## src/rtl/runahead_pkg.sv

```systemverilog
package runahead_pkg;
  typedef enum logic [1:0] {
    OP_ALU    = 2'd0,
    OP_LOAD   = 2'd1,
    OP_BRANCH = 2'd2
  } op_e;
endpackage

```

## src/rtl/ra_window.sv

```systemverilog
module ra_window
  import runahead_pkg::*;
#(
  parameter int DEPTH = 4,
  parameter int RW    = 3,
  parameter int DW    = 8,
  localparam int IW   = (DEPTH > 1) ? $clog2(DEPTH) : 1,
  localparam int CW   = $clog2(DEPTH + 1)
) (
  input  logic          clk_i,
  input  logic          rst_ni,
  input  logic          push_i,
  input  op_e           push_op_i,
  input  logic [RW-1:0] push_dst_i,
  input  logic [RW-1:0] push_sa_i,
  input  logic [RW-1:0] push_sb_i,
  input  logic          pop_i,
  input  logic          cpl_valid_i,
  input  logic [IW-1:0] cpl_idx_i,
  input  logic [DW-1:0] cpl_data_i,
  input  logic          cpl_miss_i,
  input  logic          cpl_mispred_i,
  input  logic          rewind_i,
  input  logic [IW-1:0] rewind_idx_i,
  input  logic [RW-1:0] rewind_dst_i,
  input  logic [DW-1:0] rewind_data_i,
  output logic [IW-1:0] tail_o,
  output logic [IW-1:0] head_idx_o,
  output logic          empty_o,
  output logic          full_o,
  output logic [CW-1:0] count_o,
  output op_e           h_op_o,
  output logic [RW-1:0] h_dst_o,
  output logic [RW-1:0] h_sa_o,
  output logic [RW-1:0] h_sb_o,
  output logic [DW-1:0] h_data_o,
  output logic          h_done_o,
  output logic          h_miss_o,
  output logic          h_mispred_o
);
  op_e           op_q      [DEPTH];
  logic [RW-1:0] dst_q     [DEPTH];
  logic [RW-1:0] sa_q      [DEPTH];
  logic [RW-1:0] sb_q      [DEPTH];
  logic [DW-1:0] data_q    [DEPTH];
  logic          done_q    [DEPTH];
  logic          miss_q    [DEPTH];
  logic          mispred_q [DEPTH];
  logic [IW-1:0] head_q, tail_q;
  logic [CW-1:0] cnt_q;

  function automatic logic [IW-1:0] nxt(input logic [IW-1:0] p);
    return (p == IW'(DEPTH - 1)) ? '0 : p + 1'b1;
  endfunction

  always_ff @(posedge clk_i or negedge rst_ni) begin
    if (!rst_ni) begin
      head_q <= '0;
      tail_q <= '0;
      cnt_q  <= '0;
      for (int i = 0; i < DEPTH; i++) begin
        op_q[i]      <= OP_ALU;
        dst_q[i]     <= '0;
        sa_q[i]      <= '0;
        sb_q[i]      <= '0;
        data_q[i]    <= '0;
        done_q[i]    <= 1'b0;
        miss_q[i]    <= 1'b0;
        mispred_q[i] <= 1'b0;
      end
    end else begin
      if (cpl_valid_i) begin
        done_q[cpl_idx_i]    <= 1'b1;
        data_q[cpl_idx_i]    <= cpl_data_i;
        miss_q[cpl_idx_i]    <= cpl_miss_i;
        mispred_q[cpl_idx_i] <= cpl_mispred_i;
      end
      if (push_i) begin
        op_q[tail_q]      <= push_op_i;
        dst_q[tail_q]     <= push_dst_i;
        sa_q[tail_q]      <= push_sa_i;
        sb_q[tail_q]      <= push_sb_i;
        done_q[tail_q]    <= 1'b0;
        miss_q[tail_q]    <= 1'b0;
        mispred_q[tail_q] <= 1'b0;
        tail_q            <= nxt(tail_q);
      end
      if (pop_i) head_q <= nxt(head_q);
      if (rewind_i) begin
        // window shrinks to the blocking load, now completed with returned data
        head_q                  <= rewind_idx_i;
        tail_q                  <= nxt(rewind_idx_i);
        op_q[rewind_idx_i]      <= OP_LOAD;
        dst_q[rewind_idx_i]     <= rewind_dst_i;
        data_q[rewind_idx_i]    <= rewind_data_i;
        done_q[rewind_idx_i]    <= 1'b1;
        miss_q[rewind_idx_i]    <= 1'b0;
        mispred_q[rewind_idx_i] <= 1'b0;
        cnt_q                   <= CW'(1);
      end else begin
        cnt_q <= cnt_q + CW'(push_i) - CW'(pop_i);
      end
    end
  end

  assign tail_o      = tail_q;
  assign head_idx_o  = head_q;
  assign count_o     = cnt_q;
  assign empty_o     = (cnt_q == '0);
  assign full_o      = (cnt_q == CW'(DEPTH));
  assign h_op_o      = op_q[head_q];
  assign h_dst_o     = dst_q[head_q];
  assign h_sa_o      = sa_q[head_q];
  assign h_sb_o      = sb_q[head_q];
  assign h_data_o    = data_q[head_q];
  assign h_done_o    = done_q[head_q];
  assign h_miss_o    = miss_q[head_q];
  assign h_mispred_o = mispred_q[head_q];

  assert_no_overflow_R7: assert property (@(posedge clk_i) disable iff (!rst_ni)
    push_i |-> (cnt_q < CW'(DEPTH)));
  assert_no_underflow_R6: assert property (@(posedge clk_i) disable iff (!rst_ni)
    pop_i |-> (cnt_q != '0));
endmodule

```

## src/rtl/ra_regfile.sv

```systemverilog
module ra_regfile #(
  parameter int NREG = 8,
  parameter int DW   = 8,
  localparam int RW  = (NREG > 1) ? $clog2(NREG) : 1
) (
  input  logic          clk_i,
  input  logic          rst_ni,
  input  logic          wr_en_i,
  input  logic [RW-1:0] wr_addr_i,
  input  logic [DW-1:0] wr_data_i,
  input  logic          inv_set_i,
  input  logic          inv_clr_i,
  input  logic          inv_flush_i,
  input  logic          ckpt_take_i,
  input  logic          ckpt_restore_i,
  input  logic [RW-1:0] src_a_i,
  input  logic [RW-1:0] src_b_i,
  output logic          src_inv_o,
  input  logic          arch_sel_i,
  input  logic [RW-1:0] rd_addr_i,
  output logic [DW-1:0] rd_data_o,
  output logic          rd_inv_o
);
  logic [DW-1:0]   rf_q [NREG];
  logic [DW-1:0]   ck_q [NREG];
  logic [NREG-1:0] inv_q;

  always_ff @(posedge clk_i or negedge rst_ni) begin
    if (!rst_ni) begin
      inv_q <= '0;
      for (int i = 0; i < NREG; i++) begin
        rf_q[i] <= '0;
        ck_q[i] <= '0;
      end
    end else begin
      if (ckpt_take_i)
        for (int i = 0; i < NREG; i++) ck_q[i] <= rf_q[i];
      if (ckpt_restore_i) begin
        for (int i = 0; i < NREG; i++) rf_q[i] <= ck_q[i];
      end else if (wr_en_i) begin
        rf_q[wr_addr_i] <= wr_data_i;
      end
      if (inv_flush_i)    inv_q            <= '0;
      else if (inv_set_i) inv_q[wr_addr_i] <= 1'b1;
      else if (inv_clr_i) inv_q[wr_addr_i] <= 1'b0;
    end
  end

  assign src_inv_o = inv_q[src_a_i] | inv_q[src_b_i];
  assign rd_data_o = arch_sel_i ? ck_q[rd_addr_i] : rf_q[rd_addr_i];
  assign rd_inv_o  = inv_q[rd_addr_i];

  assert_inv_clear_normal_R9: assert property (@(posedge clk_i) disable iff (!rst_ni)
    !arch_sel_i |-> (inv_q == '0));
  assert_ckpt_excl_R2: assert property (@(posedge clk_i) disable iff (!rst_ni)
    !(ckpt_take_i && ckpt_restore_i));
endmodule

```

## src/rtl/runahead_retire.sv

```systemverilog
module runahead_retire
  import runahead_pkg::*;
#(
  parameter int NREG  = 8,
  parameter int DEPTH = 4,
  parameter int DW    = 8,
  parameter int CW    = 16,
  localparam int RW   = (NREG > 1) ? $clog2(NREG) : 1,
  localparam int IW   = (DEPTH > 1) ? $clog2(DEPTH) : 1,
  localparam int NW   = $clog2(DEPTH + 1)
) (
  input  logic          clk_i,
  input  logic          rst_ni,
  input  logic          alloc_valid_i,
  input  logic [1:0]    alloc_op_i,
  input  logic [RW-1:0] alloc_dst_i,
  input  logic [RW-1:0] alloc_src_a_i,
  input  logic [RW-1:0] alloc_src_b_i,
  output logic          alloc_ready_o,
  output logic [IW-1:0] alloc_idx_o,
  input  logic          cpl_valid_i,
  input  logic [IW-1:0] cpl_idx_i,
  input  logic [DW-1:0] cpl_data_i,
  input  logic          cpl_miss_i,
  input  logic          cpl_mispred_i,
  input  logic          miss_ret_i,
  input  logic [DW-1:0] miss_ret_data_i,
  input  logic [RW-1:0] rd_addr_i,
  output logic [DW-1:0] rd_data_o,
  output logic          rd_inv_o,
  output logic          mode_o,
  output logic [CW-1:0] pr_count_o,
  output logic          recover_o
);
  logic          mode_q, recover_q;
  logic [CW-1:0] pr_q;
  logic [IW-1:0] miss_slot_q;
  logic [RW-1:0] miss_dst_q;

  logic          push, pop, enter, leave, pr_inc, rec_d;
  logic          wr_en, inv_set, inv_clr, src_inv, poison;
  logic          empty, full;
  logic [NW-1:0] win_cnt;
  logic [IW-1:0] head_idx;
  op_e           h_op;
  logic [RW-1:0] h_dst, h_sa, h_sb;
  logic [DW-1:0] h_data;
  logic          h_done, h_miss, h_mispred;

  assign alloc_ready_o = !full && !(mode_q && miss_ret_i);
  assign push          = alloc_valid_i && alloc_ready_o;

  ra_window #(.DEPTH(DEPTH), .RW(RW), .DW(DW)) u_win (
    .clk_i, .rst_ni,
    .push_i(push), .push_op_i(op_e'(alloc_op_i)), .push_dst_i(alloc_dst_i),
    .push_sa_i(alloc_src_a_i), .push_sb_i(alloc_src_b_i),
    .pop_i(pop),
    .cpl_valid_i, .cpl_idx_i, .cpl_data_i, .cpl_miss_i, .cpl_mispred_i,
    .rewind_i(leave), .rewind_idx_i(miss_slot_q), .rewind_dst_i(miss_dst_q),
    .rewind_data_i(miss_ret_data_i),
    .tail_o(alloc_idx_o), .head_idx_o(head_idx), .empty_o(empty), .full_o(full),
    .count_o(win_cnt), .h_op_o(h_op), .h_dst_o(h_dst), .h_sa_o(h_sa), .h_sb_o(h_sb),
    .h_data_o(h_data), .h_done_o(h_done), .h_miss_o(h_miss), .h_mispred_o(h_mispred)
  );

  ra_regfile #(.NREG(NREG), .DW(DW)) u_rf (
    .clk_i, .rst_ni,
    .wr_en_i(wr_en), .wr_addr_i(h_dst), .wr_data_i(h_data),
    .inv_set_i(inv_set), .inv_clr_i(inv_clr), .inv_flush_i(leave),
    .ckpt_take_i(enter), .ckpt_restore_i(leave),
    .src_a_i(h_sa), .src_b_i(h_sb), .src_inv_o(src_inv),
    .arch_sel_i(mode_q), .rd_addr_i, .rd_data_o, .rd_inv_o
  );

  assign poison = src_inv || (h_op == OP_LOAD && h_done && h_miss);

  always_comb begin
    pop = 1'b0; enter = 1'b0; leave = 1'b0; pr_inc = 1'b0; rec_d = 1'b0;
    wr_en = 1'b0; inv_set = 1'b0; inv_clr = 1'b0;
    if (!mode_q) begin
      if (!empty && h_done) begin
        pop = 1'b1;
        if (h_op == OP_LOAD && h_miss) begin
          enter   = 1'b1;
          inv_set = 1'b1;
        end else begin
          wr_en = (h_op != OP_BRANCH);
          rec_d = (h_op == OP_BRANCH) && h_mispred;
        end
      end
    end else if (miss_ret_i) begin
      leave = 1'b1;  // exit wins over any removal this cycle
    end else if (!empty) begin
      if (poison) begin
        pop     = 1'b1;
        pr_inc  = 1'b1;
        inv_set = (h_op != OP_BRANCH);
      end else if (h_done) begin
        pop     = 1'b1;
        pr_inc  = 1'b1;
        wr_en   = (h_op != OP_BRANCH);
        inv_clr = (h_op != OP_BRANCH);
        rec_d   = (h_op == OP_BRANCH) && h_mispred;
      end
    end
  end

  always_ff @(posedge clk_i or negedge rst_ni) begin
    if (!rst_ni) begin
      mode_q      <= 1'b0;
      recover_q   <= 1'b0;
      pr_q        <= '0;
      miss_slot_q <= '0;
      miss_dst_q  <= '0;
    end else begin
      recover_q <= rec_d;
      pr_q      <= pr_q + CW'(pr_inc);
      if (enter) begin
        mode_q      <= 1'b1;
        miss_slot_q <= head_idx;
        miss_dst_q  <= h_dst;
      end else if (leave) begin
        mode_q <= 1'b0;
      end
    end
  end

  assign mode_o     = mode_q;
  assign pr_count_o = pr_q;
  assign recover_o  = recover_q;

  assert_entry_cause_R1: assert property (@(posedge clk_i) disable iff (!rst_ni)
    $rose(mode_q) |-> $past(!empty && h_done && h_op == OP_LOAD && h_miss));
  assert_arch_hold_R3: assert property (@(posedge clk_i) disable iff (!rst_ni)
    (mode_q && !miss_ret_i) |=> ((rd_addr_i != $past(rd_addr_i)) || $stable(rd_data_o)));
  assert_exit_flush_R9: assert property (@(posedge clk_i) disable iff (!rst_ni)
    (mode_q && miss_ret_i) |=> (!mode_q && win_cnt == NW'(1)));
  assert_exit_priority_R10: assert property (@(posedge clk_i) disable iff (!rst_ni)
    (mode_q && miss_ret_i) |=> $stable(pr_count_o));
  assert_pr_step_R6: assert property (@(posedge clk_i) disable iff (!rst_ni)
    1'b1 |=> (pr_count_o == $past(pr_count_o) || pr_count_o == $past(pr_count_o) + 1'b1));
endmodule

```

## config.mk

```make
export PLATFORM = sky130hd
export DESIGN_NAME = runahead_retire
export DESIGN_NICKNAME = d
export VERILOG_FILES = /design/src/rtl/runahead_pkg.sv /design/src/rtl/ra_window.sv /design/src/rtl/ra_regfile.sv /design/src/rtl/runahead_retire.sv
export SDC_FILE = /design/constraint.sdc
export NUM_CORES = 1
export LEC_CHECK = 0
export BUFFER_PORTS_ARGS = -buffer_cell sky130_fd_sc_hd__buf_4
export CAP_MARGIN = 20
export CORE_MARGIN = 8
export CORE_UTILIZATION = 25
export CTS_CLUSTER_SIZE = 24
export DETAILED_ROUTE_END_ITERATION = 16
export GPL_TIMING_DRIVEN = 0
export PLACE_DENSITY = 0.36
export SLEW_MARGIN = 5
export SYNTH_ARGS = -nofsm -noshare
export SYNTH_HDL_FRONTEND = slang
export SYNTH_SLANG_ARGS = --single-unit
```

## constraint.sdc

```tcl
create_clock -name clk_i -period 4.2 [get_ports clk_i]
set_clock_uncertainty 0.2 [all_clocks]
set_input_delay 0.84 -clock clk_i [delete_from_list [all_inputs] [get_ports clk_i]]
set_output_delay 0.84 -clock clk_i [all_outputs]
set_load 0.02 [all_outputs]
```

==> impl_results.md <==
- Status: completed
- FP Rows: 83
- Worst Setup SP: rd_addr_i[1]
- I/O pins: 69
- Total Power: 13700 µW
- Met2 routed WL: 18.7 mm
- Top Family by Delay on Critical Path: buffers and inverters
- Worst-Margin Slew: 977 ps
- Average size of a mapped cell: 12.2 µm²
- Most frequent cells after synthesis: dfrtp_1, mux2i_1, mux2_2
- CP max-delay cell: clkbuf_1
- ANT nets after route: 0
- Die X: 244 µm
- Share of cells above drive strength 1: 26.6%
- Synth Instances: 1059
- Syn nets: between 1000 and 1500
- Port bufs: 65
- H-tree depth: 2
- Final setup violation count: 0
- First-pass GRT wire length: around 62 mm
- Primary FF master, synth: dfrtp_1
- Post-synth EDFFs: 0
- Worst VDD drop: 0.481 mV
- Setup TNS: 0 ps
- Post-Route M1 WL: 19.1 mm
- HP Class: reg2reg
- Clk buf depth: 3
- Initial antenna violation count: 0
- Clock Sinks: 254
- Die height: 244 µm
- Cell Chain, Critical Path: clkbuf_1 -> clkbuf_1 -> mux4_2 -> mux4_2 -> buf_4
- Max frequency: 0.244 GHz
- Hold Path Depth: 1
- Root buffer cell: clkbuf_16
- Critical Path RT: 3160 ps
- Worst path max stage delay: 650 ps
- Hold path start: u_win.op_q[0]
- Largest area contributor in the netlist: dfrtp_1
- RD Place Congestion: around 0.73
- Startpoint of the worst register-to-register path: u_win.head_idx_o[0]
- Synth top area cells: dfrtp_1, mux4_2, mux2i_1, mux2_2, a21oi_1
- Syn-to-layout area delta: 20.9%
- Via count: 8708
- Placement Cell Area: between 10000 and 15000 µm²
- Cell with the most instances after synthesis: dfrtp_1
- Leak pwr: roughly 0.0071 µW
- Synth cell types: 57
- Hold Path Sink: u_win.op_q[0]
- Nature of the critical path endpoint: primary output
- Detailed Route WL: 40.1 mm
- Post-synth top area share: between 40% and 50%
- Routed len/inst: around 21 µm
- Post-DP HPWL: 27.8 mm
- Pre-Repair DR Iteration Count: 4
- Final instance area: 15700 µm²
- CP arrival: 3060 ps
- Post-route clock period utilization: 97.6%
- Async set-reset flop share out of synthesis: 100%
- FF-to-FF path depth: 16
- Fin. Hold Viols: 0
- Final Max Slew Viols: 0
- Metal3 WL: 1.49 mm
- WP buf/inv: 3
- Initial drt markers: 496
- Vias in the first global route: 9508
- Worst Setup Start Kind: primary input
- Max cap viols: 0
- Largest net degree at the start of global routing: 87
- Initial Util: 25.3%
- Unrepaired setup endpoints after global routing: false
- Max FO, Critical Path: 10
- Register area share after synthesis: roughly 50%
- Gr usage total: 13.6%
- Final hold slack: between 200 and 300 ps
- Core Area: between 50000 and 60000 µm²
- Final Critical Period: 4100 ps
- Worst skew pair latency: between 500 and 600 ps
- Synth Cell Area: between 10000 and 15000 µm²
- N_diodes: 0
- Routed vias/inst: between 4 and 5
- Pwr dens: 874 nW/µm²
- Top routing layer used: met4
- Post-route insts no fill: 1875
- Worst R2R End: u_win.count_o[2]
- Num CTS Buffers: 35
- Slew margin rel.: 34.9%
- Placed cell count: 1810
- Worst-path clk slew: 50 ps
- CTS tree: done
- DRC: 0
- CP Class: in2out
- Internal reg-to-reg setup slack: about 230 ps
- Die area: roughly 60000 µm²
- Nets: 1224
- Seq cells post-synth: 254
- Yosys warning count: 0
- Global route total overflow: 0
==> area by class of cell <==
| cell class | count | area (µm²) |
|---|---|---|
| Clock inverter | 10 | 115 |
| Fill cell | 5335 | 35600 |
| Clock buffer | 51 | 1040 |
| Tap cell | 680 | 851 |
| Multi-Input combinational cell | 660 | 6030 |
| Sequential cell | 254 | 6360 |
| Inverter | 76 | 285 |
| Timing Repair Buffer | 76 | 663 |
| Buffer | 68 | 340 |
==> placed cells by master (no fill, tap or decap), types with 18 or more instances in the layout <==
cell type,instances
o21ai_0,48
buf_4,68
mux2_2,85
nand2_1,69
a21oi_1,72
inv_1,76
dfrtp_1,254
mux4_2,64
nor3_1,18
clkbuf_16,36
nor2_1,28
clkbuf_1,38
mux2i_1,124
==> worst register-to-register path, cell delays in order (launching register included) <==
cell and delay [ps]:
dfrtp_1 400, buf_12 170, mux4_2 640, mux2_1 380, a2bb2oi_2 180, a22oi_4 210, buf_12 140, buf_8 120
o22ai_1 100, ha_1 310, inv_1 60, ha_1 130, inv_1 50, fa_1 390, xor2_1 170, xnor2_1 140
nor2_1 50
==> flip-flops by register name (all words and copies together) (netlist names), 3 cells and up <==
register,count
u_rf.ck_q,64
u_rf.rf_q,64
u_win.data_q,32
pr_count_o,16
u_win.dst_q,12
u_win.sa_q,12
u_win.sb_q,12
u_rf.inv_q,8
u_win.op_q,8
u_win.done_q,4
u_win.mispred_q,4
u_win.miss_q,4
miss_dst_q,3
u_win.count_o,3
==> how the worst max path moves through the flow <==
stage | to | slack [ps] | cells after the start
after global placement | rd_data_o[2] | -500 | 5
after CTS | rd_data_o[2] | 20 | 5
final | rd_data_o[2] | 100 | 5
after detailed placement | u_win.count_o[2] | -490 | 15
after floorplan | rd_data_o[7] | 360 | 4
after global routing | pr_count_o[14] | 10 | 14
==> what timing repair did <==
action / 4_1_cts / 5_1_grt
pin swaps: 1 / 1
buffers inserted: 1 / 3
hold buffers: 1 / 0
endpoints found under the setup margin: 14 / 7
gates resized for setup: 6 / 12
endpoints found under the hold margin: 24 / 0
==> through the flow <==
| step | utilization [%] | worst slack [ps] |
|---|---|---|
| after global routing | 30.6 | 14.1 |
| after global placement | 27.9 | -497 |
| after floorplan | - | 358 |
| final | 30.6 | 100 |
| after detailed placement | 28.1 | -493 |
| after CTS | 30.4 | 15.9 |
==> report_power, final <==
| group | switching [µW] | internal, µW | leakage (µW) |
|---|---|---|---|
| combinational | 3350 | 2910 | 0.00346 |
| clock | 1160 | 1840 | 0.000573 |
| sequential | 838 | 3610 | 0.00305 |
| total | 5350 | 8350 | 0.00709 |
==> routing by layer <==
layer | GRT usage (%) | vias up
met3 | 2.35 | 45
met5 | 0 | -
met4 | 3.33 | 0
met2 | 21.7 | 139
li1 | - | 4025
met1 | 19.1 | 4499
==> kinds of logic (layout without fill, tap and decap cells) <==
| group | after synthesis | after routing | share of synthesized area (%) |
|---|---|---|---|
| AND/OR/NAND/NOR | 188 | 188 | 7.08 |
| multiplexers | 282 | 282 | 28.9 |
| adder cells (fa/ha/maj) | 14 | 14 | 1.41 |
| buffers and inverters | 145 | 281 | 4.61 |
| AO/OA/AOI/OAI | 160 | 160 | 7.91 |
| flip-flops | 254 | 254 | 49.0 |
| XOR/XNOR | 16 | 16 | 1.08 |
(Power assumes the default switching activity.)
